$ cat src/rtl/rdseq_pkg.sv
`timescale 1ns/1ps
package rdseq_pkg;
  localparam int BURST_BEATS   = 8;
  localparam int BEATS_PER_CLK = 2;
  localparam int BURST_CLKS    = BURST_BEATS / BEATS_PER_CLK;
  localparam int LEN_W         = $clog2(BURST_BEATS);
  localparam int LAT_W         = 3;
  localparam int CL_MIN        = 2;
  localparam int CL_MAX        = 5;
  localparam int CL_DEFAULT    = 3;
  localparam int MIN_SPACING   = 2;
  localparam int AP_BIT        = 10;

  function automatic logic lat_legal(input logic [LAT_W-1:0] v);
    return (int'(v) >= CL_MIN) && (int'(v) <= CL_MAX);
  endfunction

  // clocks the wanted beats occupy on the data bus, never below the minimum spacing
  function automatic int spacing_for(input logic [LEN_W-1:0] len);
    int pairs;
    pairs = int'(len) / BEATS_PER_CLK + 1;
    return (pairs < MIN_SPACING) ? MIN_SPACING : pairs;
  endfunction
endpackage

$ cat src/rtl/rd_lat_cfg.sv
`timescale 1ns/1ps
module rd_lat_cfg
  import rdseq_pkg::*;
(
  input  logic             clk,
  input  logic             rst_n,
  input  logic             wr_en,
  input  logic [LAT_W-1:0] wr_val,
  input  logic             busy,
  output logic [LAT_W-1:0] lat
);
  always_ff @(posedge clk) begin
    if (!rst_n) lat <= LAT_W'(CL_DEFAULT);
    else if (wr_en && !busy && lat_legal(wr_val)) lat <= wr_val;
  end

  AST_LAT_FROZEN_BUSY: assert property (@(posedge clk) disable iff (!rst_n)
    busy |=> $stable(lat));
endmodule

$ cat src/rtl/rd_cmd_issue.sv
`timescale 1ns/1ps
module rd_cmd_issue
  import rdseq_pkg::*;
#(
  parameter int BANK_W = 3,
  parameter int COL_W  = 12,
  parameter int ADDR_W = 14
) (
  input  logic              clk,
  input  logic              rst_n,
  input  logic              req_valid,
  output logic              req_ready,
  input  logic [BANK_W-1:0] req_bank,
  input  logic [COL_W-1:0]  req_col,
  input  logic [LEN_W-1:0]  req_len,
  output logic              fire,
  output logic              cmd_cs_n,
  output logic              cmd_ras_n,
  output logic              cmd_cas_n,
  output logic              cmd_we_n,
  output logic              cmd_cke,
  output logic [BANK_W-1:0] cmd_ba,
  output logic [ADDR_W-1:0] cmd_addr
);
  localparam int GAP_W = $clog2(BURST_CLKS + 1);

  logic [GAP_W-1:0]  gap_cnt;
  logic              rd_q;
  logic [BANK_W-1:0] ba_q;
  logic [ADDR_W-1:0] addr_q;

  // column bits skip the auto-precharge position, which stays clear
  function automatic logic [ADDR_W-1:0] place_col(input logic [COL_W-1:0] c);
    logic [ADDR_W-1:0] a;
    a = '0;
    for (int i = 0; i < COL_W; i++) begin
      if (i < AP_BIT) a[i] = c[i];
      else            a[i+1] = c[i];
    end
    return a;
  endfunction

  assign req_ready = (gap_cnt == '0);
  assign fire      = req_valid && req_ready;

  always_ff @(posedge clk) begin
    if (!rst_n) begin
      gap_cnt <= '0;
      rd_q    <= 1'b0;
      ba_q    <= '0;
      addr_q  <= '0;
    end else begin
      if (fire)                 gap_cnt <= GAP_W'(spacing_for(req_len) - 1);
      else if (gap_cnt != '0)   gap_cnt <= gap_cnt - 1'b1;
      rd_q   <= fire;
      ba_q   <= fire ? req_bank : '0;
      addr_q <= fire ? place_col(req_col) : '0;
    end
  end

  assign cmd_cs_n  = 1'b0;
  assign cmd_ras_n = 1'b1;
  assign cmd_we_n  = 1'b1;
  assign cmd_cas_n = ~rd_q;
  assign cmd_cke   = 1'b1;
  assign cmd_ba    = ba_q;
  assign cmd_addr  = addr_q;

  AST_CMD_AFTER_ACCEPT: assert property (@(posedge clk) disable iff (!rst_n)
    fire |=> !cmd_cas_n);
  AST_NOP_ADDR_CLEAR: assert property (@(posedge clk) disable iff (!rst_n)
    cmd_cas_n |-> (cmd_addr == '0 && cmd_ba == '0));
  AST_READ_SPACING: assert property (@(posedge clk) disable iff (!rst_n)
    !cmd_cas_n |=> cmd_cas_n);
  AST_READY_DROPS: assert property (@(posedge clk) disable iff (!rst_n)
    fire |=> !req_ready);
  AST_NO_AUTO_PRECHARGE: assert property (@(posedge clk) disable iff (!rst_n)
    !cmd_cas_n |-> !cmd_addr[AP_BIT]);
endmodule

$ cat src/rtl/rd_return_path.sv
`timescale 1ns/1ps
module rd_return_path
  import rdseq_pkg::*;
#(
  parameter int DATA_W = 32
) (
  input  logic                  clk,
  input  logic                  rst_n,
  input  logic                  fire,
  input  logic [LEN_W-1:0]      req_len,
  input  logic [LAT_W-1:0]      lat,
  input  logic                  phy_vld,
  input  logic [2*DATA_W-1:0]   phy_data,
  output logic                  busy,
  output logic                  rsp_valid,
  output logic [2*DATA_W-1:0]   rsp_data,
  output logic [1:0]            rsp_beat_en,
  output logic                  rsp_last
);
  localparam int NSTG = CL_MAX + BURST_CLKS;
  localparam int K_W  = $clog2(BURST_CLKS);

  // age-indexed tracker: stage j holds the READ issued j cycles ago
  logic [NSTG-1:0]  stg_vld;
  logic [LEN_W-1:0] stg_len [NSTG];

  always_ff @(posedge clk) begin
    if (!rst_n) begin
      stg_vld <= '0;
      for (int j = 0; j < NSTG; j++) stg_len[j] <= '0;
    end else begin
      stg_vld    <= {stg_vld[NSTG-2:0], fire};
      stg_len[0] <= req_len;
      for (int j = 1; j < NSTG; j++) stg_len[j] <= stg_len[j-1];
    end
  end

  assign busy = |stg_vld;

  logic             hit;
  logic [LEN_W-1:0] sel_len;
  logic [K_W-1:0]   sel_k;
  logic             want_pair, hi_en, is_last;

  // youngest READ whose data window covers this cycle owns the bus
  always_comb begin
    hit     = 1'b0;
    sel_len = '0;
    sel_k   = '0;
    for (int j = NSTG - 1; j >= 0; j--) begin
      if (stg_vld[j] && (j >= int'(lat)) && (j < int'(lat) + BURST_CLKS)) begin
        hit     = 1'b1;
        sel_len = stg_len[j];
        sel_k   = K_W'(j - int'(lat));
      end
    end
  end

  assign want_pair = hit && (sel_k <= sel_len[LEN_W-1:1]);
  assign hi_en     = ({sel_k, 1'b1} <= sel_len);
  assign is_last   = (sel_k == sel_len[LEN_W-1:1]);

  always_ff @(posedge clk) begin
    if (!rst_n) begin
      rsp_valid   <= 1'b0;
      rsp_data    <= '0;
      rsp_beat_en <= 2'b00;
      rsp_last    <= 1'b0;
    end else begin
      rsp_valid   <= want_pair && phy_vld;
      rsp_data    <= phy_data;
      rsp_beat_en <= (want_pair && phy_vld) ? {hi_en, 1'b1} : 2'b00;
      rsp_last    <= want_pair && phy_vld && is_last;
    end
  end

  AST_LAST_NEEDS_VALID: assert property (@(posedge clk) disable iff (!rst_n)
    rsp_last |-> rsp_valid);
  AST_LOW_BEAT_LEADS: assert property (@(posedge clk) disable iff (!rst_n)
    rsp_valid |-> rsp_beat_en[0]);
  AST_IDLE_MASK_CLEAR: assert property (@(posedge clk) disable iff (!rst_n)
    !rsp_valid |-> (rsp_beat_en == 2'b00));
endmodule

$ cat src/rtl/rd_burst_seq.sv
`timescale 1ns/1ps
module rd_burst_seq
  import rdseq_pkg::*;
#(
  parameter int BANK_W = 3,
  parameter int COL_W  = 12,
  parameter int ADDR_W = 14,
  parameter int DATA_W = 32
) (
  input  logic                clk,
  input  logic                rst_n,
  input  logic                cfg_lat_we,
  input  logic [2:0]          cfg_lat_val,
  input  logic                req_valid,
  output logic                req_ready,
  input  logic [BANK_W-1:0]   req_bank,
  input  logic [COL_W-1:0]    req_col,
  input  logic [2:0]          req_len,
  output logic                cmd_cs_n,
  output logic                cmd_ras_n,
  output logic                cmd_cas_n,
  output logic                cmd_we_n,
  output logic                cmd_cke,
  output logic [BANK_W-1:0]   cmd_ba,
  output logic [ADDR_W-1:0]   cmd_addr,
  input  logic                phy_vld,
  input  logic [2*DATA_W-1:0] phy_data,
  output logic                rsp_valid,
  output logic [2*DATA_W-1:0] rsp_data,
  output logic [1:0]          rsp_beat_en,
  output logic                rsp_last
);
  logic             fire;
  logic             ret_busy;
  logic [LAT_W-1:0] lat;

  rd_lat_cfg u_lat (
    .clk    (clk),
    .rst_n  (rst_n),
    .wr_en  (cfg_lat_we),
    .wr_val (cfg_lat_val),
    .busy   (ret_busy || fire),
    .lat    (lat)
  );

  rd_cmd_issue #(.BANK_W(BANK_W), .COL_W(COL_W), .ADDR_W(ADDR_W)) u_cmd (
    .clk       (clk),
    .rst_n     (rst_n),
    .req_valid (req_valid),
    .req_ready (req_ready),
    .req_bank  (req_bank),
    .req_col   (req_col),
    .req_len   (req_len),
    .fire      (fire),
    .cmd_cs_n  (cmd_cs_n),
    .cmd_ras_n (cmd_ras_n),
    .cmd_cas_n (cmd_cas_n),
    .cmd_we_n  (cmd_we_n),
    .cmd_cke   (cmd_cke),
    .cmd_ba    (cmd_ba),
    .cmd_addr  (cmd_addr)
  );

  rd_return_path #(.DATA_W(DATA_W)) u_ret (
    .clk         (clk),
    .rst_n       (rst_n),
    .fire        (fire),
    .req_len     (req_len),
    .lat         (lat),
    .phy_vld     (phy_vld),
    .phy_data    (phy_data),
    .busy        (ret_busy),
    .rsp_valid   (rsp_valid),
    .rsp_data    (rsp_data),
    .rsp_beat_en (rsp_beat_en),
    .rsp_last    (rsp_last)
  );
endmodule

$ cat config.mk
export PLATFORM = sky130hd
export DESIGN_NAME = rd_burst_seq
export DESIGN_NICKNAME = d
export VERILOG_FILES = /design/src/rtl/rdseq_pkg.sv /design/src/rtl/rd_lat_cfg.sv /design/src/rtl/rd_cmd_issue.sv /design/src/rtl/rd_return_path.sv /design/src/rtl/rd_burst_seq.sv
export SDC_FILE = /design/constraint.sdc
export NUM_CORES = 1
export LEC_CHECK = 0
export BUFFER_PORTS_ARGS = -buffer_cell sky130_fd_sc_hd__buf_2
export CAP_MARGIN = 20
export CORE_ASPECT_RATIO = 0.8
export CORE_UTILIZATION = 48
export DETAILED_ROUTE_END_ITERATION = 7
export PLACE_DENSITY = 0.87
export SLEW_MARGIN = 20
export SYNTH_ARGS = -nofsm -noshare
export SYNTH_HDL_FRONTEND = slang
export SYNTH_HIERARCHICAL = 1
export SYNTH_SLANG_ARGS = --single-unit
$ cat constraint.sdc
create_clock -name clk -period 3.2 [get_ports clk]
set_input_delay 0.48 -clock clk [delete_from_list [all_inputs] [get_ports clk]]
set_output_delay 0.48 -clock clk [all_outputs]
set_load 0.01 [all_outputs]
==> flow_summary.rst, run 1 <==
.. list-table::
   :header-rows: 1

   * - Metric
     - Value
   * - Proportion of layout cells with a drive suffix above 1
     - 34.9%
   * - Die outline width
     - ~110 um
   * - Result of the run
     - finished, final reports clean
   * - Estimated wirelength of the detail-placed design
     - about 8000 um
   * - Area of all sequential standard cells
     - around 2500 um2
   * - Count of H-tree levels built during CTS
     - 4
   * - Post-CTS Setup Repair Bufs
     - 0
   * - CTS tree
     - built
   * - Type of element launching the critical path
     - flip-flop
   * - Via/cell ratio
     - about 5
   * - DIE AREA
     - 9600 um2
   * - Number of synthesized flops with an enable pin
     - 0
   * - Antenna violations before repair
     - 0
   * - I/O pin cnt
     - ~180
   * - Maximum number of pins on one net before global-route repair
     - 61
   * - Area grow syn2layout
     - 34.2%
   * - Power per cell area
     - 690 nW/um2
   * - Setup repair after global routing missed its margin
     - no
   * - Mean routed wirelength per cell
     - around 15 um
   * - Top FF cell, synth
     - dfxtp_1
   * - Leakage power of the design
     - 2.87 nW
   * - N_diodes
     - 0
   * - Post-route worst hold slack
     - approximately 0.27 ns
   * - Vias in the first global route
     - between 3k and 4k
   * - Clk sinks
     - about 130
   * - Starting density of the core
     - a little over 50%
   * - Resized cells post-CTS
     - 0
   * - Count of port buffers added during placement
     - ~170
   * - Accumulated negative setup slack
     - 0 ns
   * - Crit path kind
     - flip-flop to flip-flop
   * - Num CTS Buffers
     - 17
   * - DR DRC count
     - 0
   * - Chip Height
     - ~88 um
   * - Worst-case clock skew
     - around 0.0063 ns
   * - Critical path data required time
     - approximately 3.5 ns
   * - Post-layout net count
     - around 710
   * - Tightest Pin Transition
     - ~0.66 ns
   * - Maximum VDD drop
     - about 0.00041 V
   * - Core Region
     - just under 9000 um2
   * - Rows
     - 30
   * - Most frequent cells in the layout
     - 174 x buf_2, 125 x dfxtp_1, 117 x and2_1
   * - Overflow after GRT
     - 0
   * - Share of synthesized registers carrying an async set or reset
     - 0%
   * - Sequential cell area fraction in the yosys report
     - roughly 57%
   * - Rel. slew slack
     - 56.2%
   * - First-pass GRT wire length
     - roughly 17000 um
   * - Final count of pins violating max slew
     - 0
   * - Most frequent standard cell in the layout excluding fill and tap cells
     - buf_2
   * - Clock-pin slew on the worst setup and hold paths
     - 0.06 ns
   * - Total routing resource utilization after global routing
     - 23.5%
   * - Post-Syn Instances
     - 435
   * - Post-synthesis sequential element count
     - between 100 and 150
   * - Filler cells
     - about 700
   * - Initial DRC Count
     - between 150 and 200
   * - Hold Path Class
     - input port to flip-flop
   * - Total of endpoints with negative setup slack in the final report
     - 0
   * - DR pass1 iterations
     - 6
   * - Max-capacitance violation count
     - 0
   * - Final-report hold violation count
     - 0
   * - Largest fanout on the critical path
     - 8
   * - Area taken by multi-input logic gates
     - 1740 um2
   * - Clk_lat worst skew
     - a little over 0.4 ns
   * - Detail Route Antenna Nets
     - 0
   * - Clock Path Buffers
     - 2
   * - Post-Syn Area
     - between 4000 and 5000 um2
   * - Library cells used by synthesis
     - 52
   * - Post-layout min period
     - roughly 2.9 ns
   * - # hold bufs at CTS
     - 0
   * - Count of warnings emitted by yosys
     - 6
   * - Max Clock Freq
     - roughly 0.35 GHz
   * - Post-route clock period utilization
     - between 80 and 90%
   * - CTS root buf
     - clkbuf_16
   * - RePlAce Congestion
     - just over 0.9
   * - Worst EP arrival
     - around 3.2 ns
   * - Mean cell area of the mapped netlist
     - 10.2 um2
   * - Category of the worst setup path capture point
     - flip-flop
   * - Routed Wire Length
     - ~11000 um
   * - Total number of vias
     - roughly 3.6k
-- critical path, cell delays in order, from the launching register on --
cell and delay [ns]:
dfxtp_1 0.48, inv_1 0.08, ha_1 0.27, o211a_1 0.31, a311o_1 0.39, o211a_1 0.22, nor3_1 0.19, ha_1 0.17
inv_1 0.04, a21oi_1 0.21, nand2b_1 0.15, o311ai_2 0.12, a211oi_1 0.17
-- synthesized netlist by cell type (all sizes together), types with 2 or more instances --
cell,number,area share (%)
dfxtp,125,57
and2,117,17
nand2,17,1.4
a21oi,15,1.7
clkbuf,15,1.3
inv,13,1.1
buf,12,2.0
nor3,12,1.6
nand2b,11,1.6
nor2,9,0.76
nor2b,9,1.4
o21ai,9,1.0
a31oi,8,1.1
ha,6,1.7
and3,4,0.68
nand3,4,0.45
nor4,4,0.57
a211o,3,0.59
a22o,3,0.59
o2111ai,3,0.59
o211ai,3,0.51
o31ai,3,0.51
a211oi,2,0.34
conb,2,0.17
nand3b,2,0.34
nor3b,2,0.45
o211a,2,0.45
o21a,2,0.34
o41ai,2,0.40
xor2,2,0.40
-- cell families (layout without fill, tap and decap cells) --
logic type,count (synthesis),in the layout,share of synthesized area [%]
other,2,6,0.170
and+or+nand+nor,194,194,26.4
xor gates and xnor gates,2,2,0.396
DFF,125,125,56.6
muxes,1,1,0.226
buffers and inverters,40,225,4.36
AOI/OAI and AO/OA,65,65,10.2
adders and majority gates,6,6,1.70
-- metrics by stage --
step                cells  utilization (%)  total power, mW  area [um2]  setup WS (ns)
floorplan             439                -             2.06        4440          0.369
global placement      704             61.4             2.23        5350          0.423
detailed placement    704             61.4             2.25        5350          0.387
CTS                   736             68.1             4.13        5930          0.357
global route          736             68.1             4.26        5930         0.0118
finish                736             68.1             4.09        5930          0.322
-- final timing paths --
check / cells past startpoint / slack (ns) / end / start
setup / recovery: 12 / 0.32 / u_ret/rsp_beat_en[1] / u_lat/lat[1]
hold / removal: 2 / 0.27 / u_cmd/cmd_ba[1] / req_bank[1]
setup reg to reg: 12 / 0.32 / u_ret/rsp_beat_en[1] / u_lat/lat[1]
hold reg to reg: 1 / 0.46 / u_ret/stg_len[0][22] / u_ret/stg_len[0][19]
-- where the power goes --
part           internal, mW  leakage [nW]  switching [mW]
sequential             1.66          1.03          0.0609
clock                  1.11         0.279           0.747
combinational         0.235          1.56           0.278
total                  3.01          2.87            1.09
-- state kept, by name, summed over array words and instances, names as in the netlist --
signal	count
u_cmd/gap_cnt	3
u_ret/rsp_beat_en	1
u_ret/rsp_last	1
u_cmd/rd_q	1
u_lat/lat	3
u_ret/stg_vld	9
u_ret/rsp_valid	1
u_ret/stg_len	27
u_cmd/cmd_addr	12
u_cmd/cmd_ba	3
u_ret/rsp_data	64
-- layout make-up --
class / instances / area share (%)
Multi-Input combinational cell: 274 / 29.4
Timing Repair Buffer: 180 / 15.4
Inverter: 13 / 0.822
Clock buffer: 18 / 7.40
Tap cell: 112 / 2.36
Clock inverter: 14 / 2.45
Sequential cell: 125 / 42.2
-- routing by layer --
metal / global-route usage, % / vias to the layer above / share of wire [%] / wire [um]
met5: 0 / - / 0 / 0
met4: 8.00 / 0 / 0.63 / 70
met3: 9.67 / 8 / 8.1 / 895
met2: 38.8 / 153 / 50 / 5570
met1: 27.7 / 1666 / 41 / 4550
li1: - / 1794 / - / -
Note: power is estimated with default switching activity, not from simulation.
==> inputs of run 2 (changes only) <==
--- a/config.mk
+++ b/config.mk
@@ -8,9 +8,10 @@
 export BUFFER_PORTS_ARGS = -buffer_cell sky130_fd_sc_hd__buf_2
 export CAP_MARGIN = 20
 export CORE_ASPECT_RATIO = 0.8
-export CORE_UTILIZATION = 48
+export CORE_UTILIZATION = 50
+export CTS_BUF_LIST = sky130_fd_sc_hd__clkbuf_4 sky130_fd_sc_hd__clkbuf_8
 export DETAILED_ROUTE_END_ITERATION = 7
-export PLACE_DENSITY = 0.87
+export PLACE_DENSITY = 0.9
 export SLEW_MARGIN = 20
 export SYNTH_ARGS = -nofsm -noshare
 export SYNTH_HDL_FRONTEND = slang
==> flow_summary.rst, run 2 (synthesis results as in run 1) <==
.. list-table::
   :header-rows: 1

   * - Metric
     - Value
   * - Endpoint of the lowest-slack register-to-register path
     - u_ret/rsp_beat_en[1]
   * - Maximum number of pins on one net before global-route repair
     - 84
   * - Estimated wirelength of the detail-placed design
     - a little over 8000 um
   * - Filler cells
     - between 600 and 700
   * - Origin of the critical flop-to-flop path
     - u_lat/lat[0]
   * - Post-CTS Setup Repair Bufs
     - 0
   * - Clock Path Buffers
     - 2
   * - Final count of pins violating max slew
     - 0
   * - Power per cell area
     - around 630 nW/um2
   * - # hold bufs at CTS
     - 0
   * - Final-report hold violation count
     - 0
   * - Switching fraction of total power
     - 27.7%
   * - CTS root buf
     - clkbuf_8
   * - Post-Place Cells
     - ~710
   * - Max-capacitance violation count
     - 0
   * - Post-route worst hold slack
     - ~0.24 ns
   * - I/O pin cnt
     - around 180
   * - Total number of vias
     - roughly 3.7k
   * - Combinational power share
     - 14.0%
   * - Post-layout min period
     - just under 3 ns
   * - First-pass GRT wire length
     - 17000 um
   * - Via/cell ratio
     - about 5.0
   * - Leakage power of the design
     - roughly 2.8 nW
   * - Accumulated negative setup slack
     - 0 ns
   * - Detail Route Antenna Nets
     - 0
   * - Rows
     - 30
   * - Post-route clock period utilization
     - between 90% and 100%
   * - Worst-case clock skew
     - roughly 0.0075 ns
   * - Total routing resource utilization after global routing
     - between 20 and 25%
   * - Tightest Pin Transition
     - 0.555 ns
   * - Post-layout net count
     - just over 700
   * - Routed Wire Length
     - roughly 11000 um
   * - CTS tree
     - built
   * - Max Clock Freq
     - about 0.34 GHz
   * - Logic depth of the worst register-to-register path
     - 13
   * - Internal power
     - 2.63 mW
   * - Largest fanout on the critical path
     - 6
   * - DIE AREA
     - between 9000 and 10000 um2
   * - Result of the run
     - finished, final reports clean
   * - Rel. slew slack
     - a little over three fifths
   * - Starting density of the core
     - between 50% and 60%
   * - Post-route core utilization
     - around two thirds
   * - Register-to-register setup slack
     - 0.28 ns
   * - Type of element launching the critical path
     - flip-flop
   * - Antenna violations before repair
     - 0
   * - Worst EP arrival
     - between 3 and 4 ns
   * - Setup repair after global routing missed its margin
     - no
   * - Seq pwr share
     - a little under half
   * - Die outline width
     - around 110 um
   * - Core Region
     - 8520 um2
   * - Critical path data required time
     - around 3.6 ns
   * - Chip Height
     - between 80 and 90 um
   * - Hold Path Class
     - input port to flip-flop
   * - Most frequent standard cell in the layout excluding fill and tap cells
     - buf_2
   * - Number of flip-flops under the largest register name
     - 64
   * - Overflow after GRT
     - 0
   * - Maximum VDD drop
     - around 0.00061 V
   * - Vias in the first global route
     - approximately 3.6k
   * - Count of port buffers added during placement
     - roughly 170
   * - Most flop-heavy register
     - u_ret/rsp_data
   * - Final worst setup slack
     - approximately 0.28 ns
   * - Initial DRC Count
     - between 150 and 200
   * - Clock power frac
     - between 30% and 40%
   * - Area grow syn2layout
     - 30.5%
   * - Category of the worst setup path capture point
     - flip-flop
   * - N_diodes
     - 0
   * - Proportion of layout cells with a drive suffix above 1
     - between 30 and 40%
   * - Mean routed wirelength per cell
     - approximately 15 um
   * - DR pass1 iterations
     - 7
   * - Clock-pin slew on the worst setup and hold paths
     - around 0.080 ns
   * - Post-placement setup slack
     - approximately 0.28 ns
   * - Most frequent cells in the layout
     - 174 x buf_2, 124 x dfxtp_1, 117 x and2_1
   * - RePlAce Congestion
     - about 0.9
   * - Worst min-delay path endpoint
     - u_ret/rsp_data[49]
   * - DR DRC count
     - 0
   * - Count of H-tree levels built during CTS
     - 4
   * - Cell depth of the worst hold path
     - 2
   * - Clk sinks
     - approximately 130
   * - Net switching power figure
     - approximately 1.0 mW
   * - Total of endpoints with negative setup slack in the final report
     - 0
   * - Crit path kind
     - flip-flop to flip-flop
   * - Clk_lat worst skew
     - 0.43 ns
   * - Num CTS Buffers
     - 17
   * - Final cell count without fillers
     - between 700 and 800
   * - Worst min-delay path startpoint
     - phy_data[49]
==> run 2: worst max-delay path by stage <==
stage	startpoint	end	slack (ns)	cells after the start
floorplan	u_lat/lat[1]	u_ret/rsp_beat_en[1]	0.37	12
global placement	u_lat/lat[1]	u_ret/rsp_beat_en[1]	0.37	12
detailed placement	u_lat/lat[1]	u_ret/rsp_beat_en[1]	0.28	12
CTS	u_lat/lat[1]	u_ret/rsp_beat_en[1]	0.27	12
global route	u_lat/lat[0]	u_ret/rsp_beat_en[1]	0.05	13
finish	u_lat/lat[0]	u_ret/rsp_beat_en[1]	0.28	13
==> run 2: timing repair <==
action / in CTS / in global routing
gates resized for setup: 0 / 2
setup endpoints to repair: 0 / 1
endpoints found under the hold margin: 0 / 0
==> run 2: final cells by class <==
class                           count  area, um2  share of cell area [%]
Timing Repair Buffer              181        923                    16.0
Tap cell                          112        140                    2.43
Sequential cell                   125       2500                    43.4
Clock buffer                       19        255                    4.42
Clock inverter                     13        154                    2.67
Inverter                           13       48.8                   0.846
Multi-Input combinational cell    274       1750                    30.2
==> run 2: critical path: stages, from the launching register on <==
cell and delay [ns]:
dfxtp_1 0.33, inv_1 0.06, ha_1 0.24, nor2b_1 0.40, nor2_1 0.07, o21ai_0 0.40, nand4_1 0.16, a211oi_1 0.26
ha_1 0.17, inv_1 0.04, a21oi_1 0.21, nand2b_1 0.17, o311ai_2 0.12, a211oi_1 0.19
==> run 2: per-stage QoR <==
stage	cell area (um2)	power, mW
floorplan	4440	2.06
global placement	5360	2.23
detailed placement	5360	2.25
CTS	5770	3.66
global route	5770	3.78
finish	5770	3.64
==> run 2: power groups by stage <==
stage	sequential (mW)	clock, mW	combinational, mW
detailed placement	1.75	0	0.501
global placement	1.75	0	0.484
global route	1.73	1.50	0.557
CTS	1.72	1.43	0.507
finish	1.72	1.41	0.509
floorplan	1.78	0	0.280
==> run 2: per-layer routing <==
metal  global-route usage (%)  vias up  part of all wire, %  wire [um]
met5                        0        -                    0          0
met4                     13.4        0                  2.9        332
met3                     7.60       33                  7.2        807
met2                     41.9      157                   49       5570
met1                     27.8     1711                   40       4560
li1                         -     1787                    -          -
==> inputs of run 3 (changes only) <==
--- a/config.mk
+++ b/config.mk
@@ -5,13 +5,15 @@
 export SDC_FILE = /design/constraint.sdc
 export NUM_CORES = 1
 export LEC_CHECK = 0
+export ABC_AREA = 1
 export BUFFER_PORTS_ARGS = -buffer_cell sky130_fd_sc_hd__buf_2
 export CAP_MARGIN = 20
+export CELL_PAD_IN_SITES_DETAIL_PLACEMENT = 1
+export CELL_PAD_IN_SITES_GLOBAL_PLACEMENT = 1
 export CORE_ASPECT_RATIO = 0.8
-export CORE_UTILIZATION = 50
-export CTS_BUF_LIST = sky130_fd_sc_hd__clkbuf_4 sky130_fd_sc_hd__clkbuf_8
+export CORE_UTILIZATION = 34
 export DETAILED_ROUTE_END_ITERATION = 7
-export PLACE_DENSITY = 0.9
+export PLACE_DENSITY = 0.87
 export SLEW_MARGIN = 20
 export SYNTH_ARGS = -nofsm -noshare
 export SYNTH_HDL_FRONTEND = slang
==> flow_summary.rst, run 3 <==
.. list-table::
   :header-rows: 1

   * - Metric
     - Value
   * - Library cells used by synthesis
     - 30
   * - Share of synthesized registers carrying an async set or reset
     - 0%
   * - Resized cells post-CTS
     - 0
   * - Total of endpoints with negative setup slack in the final report
     - 0
   * - Number of flip-flops under the largest register name
     - 64
   * - Estimated wirelength of the detail-placed design
     - 8690 um
   * - Result of the run
     - finished, final reports clean
   * - Critical path's top delay family
     - simple AND/OR/NAND/NOR gates
   * - Overflow after GRT
     - 0
   * - Core Region
     - ~13000 um2
   * - Max-capacitance violation count
     - 0
   * - Routed Wire Length
     - 12300 um
   * - Total number of vias
     - roughly 4.0k
   * - Most frequent cells after synthesis
     - 163 x nand2_1, 154 x inv_1, 125 x dfxtp_1, 32 x nor2_1, 18 x nand3_1
   * - Cell type with the largest total area after synthesis
     - dfxtp_1
   * - Met2 Use GR
     - between 30% and 40%
   * - Maximum VDD drop
     - 0.000390 V
   * - Maximum number of pins on one net before global-route repair
     - 75
   * - Mean cell area of the mapped netlist
     - ~7.8 um2
   * - Post-layout net count
     - roughly 850
   * - Total routing resource utilization after global routing
     - approximately a fifth
   * - Post-CTS Setup Repair Bufs
     - 0
   * - Final-report hold violation count
     - 0
   * - Antenna violations before repair
     - 0
   * - Most frequent cells in the layout
     - 173 x buf_2, 163 x nand2_1, 154 x inv_1
   * - Most Frequent Cell on Critical Path
     - nand2_1
   * - Delay of the slowest cell on the worst path
     - ~0.51 ns
   * - Vias in the first global route
     - 4216
   * - Slowest stage cell on the critical path
     - dfxtp_1
   * - Combinational power share
     - approximately an eighth
   * - Post-synthesis sequential element count
     - 125
   * - Post-Syn Area
     - about 4500 um2
   * - Die outline width
     - around 130 um
   * - N_diodes
     - 0
   * - Worst-case clock skew
     - 0.0109 ns
   * - Type of element launching the critical path
     - flip-flop
   * - Power per cell area
     - roughly 710 nW/um2
   * - Tightest Pin Transition
     - between 0.7 and 0.8 ns
   * - Switching fraction of total power
     - around a quarter
   * - Hold Path Class
     - input port to flip-flop
   * - Count of port buffers added during placement
     - 174
   * - Post-route worst hold slack
     - about 0.24 ns
   * - Post-Syn Instances
     - a little under 600
   * - Clock-pin slew on the worst setup and hold paths
     - around 0.060 ns
   * - Crit path kind
     - flip-flop to flip-flop
   * - GR met3 Demand/Resource
     - under 10%
   * - Chip Height
     - 105 um
   * - Category of the worst setup path capture point
     - flip-flop
   * - Most frequent standard cell in the layout excluding fill and tap cells
     - buf_2
   * - Seq pwr share
     - around 39%
   * - Via/cell ratio
     - between 4 and 5
   * - CTS tree
     - built
   * - DR pass1 iterations
     - 4
   * - # hold bufs at CTS
     - 0
   * - Most flop-heavy register
     - u_ret/rsp_data
   * - Area grow syn2layout
     - 36.6%
   * - WP buf/inv
     - 3
   * - First-pass GRT wire length
     - 20000 um
   * - Critical path data required time
     - ~3.5 ns
   * - CTS root buf
     - clkbuf_16
   * - Post-route clock period utilization
     - between 80 and 90%
   * - Detail Route Antenna Nets
     - 0
   * - Worst EP arrival
     - a little over 3 ns
   * - Top cells by area in the synthesized netlist
     - dfxtp_1 56%, nand2_1 14%, inv_1 13%
   * - Rows
     - 37
   * - RePlAce Congestion
     - between 0.7 and 0.8
   * - Met1 track utilization from global routing
     - 20.2%
   * - Sequential cell area fraction in the yosys report
     - 55.6%
   * - Count leader, synth
     - nand2_1
   * - Rel. slew slack
     - around half
   * - Largest fanout on the critical path
     - 9
   * - Clk_lat worst skew
     - between 0.4 and 0.5 ns
   * - Internal power
     - 3.20 mW
   * - DR DRC count
     - 0
   * - Initial DRC Count
     - about 130
   * - DIE AREA
     - 13700 um2
   * - Post-synth top area share
     - between 50% and 60%
   * - Mean routed wirelength per cell
     - between 10 and 15 um
   * - Clock Path Buffers
     - 2
   * - Count of warnings emitted by yosys
     - 6
   * - Net switching power figure
     - between 1 and 1.5 mW
   * - Top FF cell, synth
     - dfxtp_1
   * - Max Clock Freq
     - 0.364 GHz
   * - I/O pin cnt
     - 181
   * - Clock power frac
     - 48.5%
   * - Proportion of layout cells with a drive suffix above 1
     - between 20 and 30%
   * - Setup repair after global routing missed its margin
     - no
   * - Leakage power of the design
     - a little under 4 nW
   * - Post-layout min period
     - ~2.7 ns
   * - Accumulated negative setup slack
     - 0 ns
   * - Clk sinks
     - approximately 130
   * - Gr busiest metal
     - met2
   * - Number of synthesized flops with an enable pin
     - 0
   * - Crit path cell chain
     - inv_2 > ha_1 > inv_1 > nand2_1 > nor2_1 > nand3_1 > nand4_1 > nand3_1 > nand3_1 > nand2_1 > nand2_1 > a21boi_1 > ha_1 > inv_1 > o21bai_1 > nand2_1 > nand4_1 > nor2_1
   * - Final count of pins violating max slew
     - 0
   * - Num CTS Buffers
     - 17
   * - Starting density of the core
     - around a third
   * - Count of H-tree levels built during CTS
     - 4
## run 3: path summary, 6_finish.rpt
kind	to	cells past startpoint	startpoint	slack [ns]
worst min register to register	u_ret/stg_len[0][19]	2	u_ret/stg_len[0][16]	0.42
worst max register to register	u_ret/rsp_last	18	u_lat/lat[1]	0.45
worst max-delay path	u_ret/rsp_last	18	u_lat/lat[1]	0.45
worst min-delay path	u_ret/rsp_data[47]	3	phy_data[47]	0.24
## run 3: cell families (layout without fill, tap and decap cells)
| kind of cell | Yosys count | count (layout) | synth area share, % |
|---|---|---|---|
| buffers and inverters | 179 | 366 | 15.9 |
| other | 2 | 6 | 0.167 |
| AND/OR/NAND/NOR | 242 | 242 | 23.7 |
| adder cells (fa/ha/maj) | 6 | 6 | 1.67 |
| flip-flops | 125 | 125 | 55.6 |
| AO/OA/AOI/OAI | 23 | 23 | 2.92 |
## run 3: metrics by stage
step,power [mW],setup WS [ns],util [%],cell area [um2],std cells
6_report,4.36,0.451,47.8,6150,943
5_1_grt,4.56,0.263,47.8,6150,943
4_1_cts,4.42,0.466,47.8,6150,943
3_5_place_dp,2.27,0.528,42.7,5500,911
3_3_place_gp,2.25,0.730,42.7,5500,911
2_1_floorplan,2.07,0.990,-,4510,581
## run 3: area by class of cell
class                      instances  area, um2
sequential                       125       2500
multi-input combinational        277       1300
tap                              175        219
clock buffer                      18        429
fill                            1660       6720
inverter                         159        598
timing repair buffer             175        881
clock inverter                    14        220
## run 3: power by group through the flow
| stage | Clock (mW) | Combinational [mW] | Sequential [mW] |
|---|---|---|---|
| 2_1_floorplan | 0 | 0.291 | 1.78 |
| 6_report | 2.12 | 0.529 | 1.72 |
| 3_3_place_gp | 0 | 0.501 | 1.74 |
| 3_5_place_dp | 0 | 0.524 | 1.75 |
| 4_1_cts | 2.16 | 0.537 | 1.72 |
| 5_1_grt | 2.24 | 0.591 | 1.73 |
## run 3: metal layers
metal / routed length, um / up-vias
met2: 6180 / 111
li1: - / 1993
met1: 4860 / 1846
met4: 246 / 0
met5: 0 / -
met3: 968 / 19
## run 3: worst register-to-register path, cell delays in order, from the launching register on
cell	delay, ns
dfxtp_1	0.51
inv_2	0.12
ha_1	0.23
inv_1	0.08
nand2_1	0.05
nor2_1	0.23
nand3_1	0.11
nand4_1	0.09
nand3_1	0.09
nand3_1	0.08
nand2_1	0.05
nand2_1	0.06
a21boi_1	0.06
ha_1	0.30
inv_1	0.04
o21bai_1	0.19
nand2_1	0.10
nand4_1	0.15
nor2_1	0.07
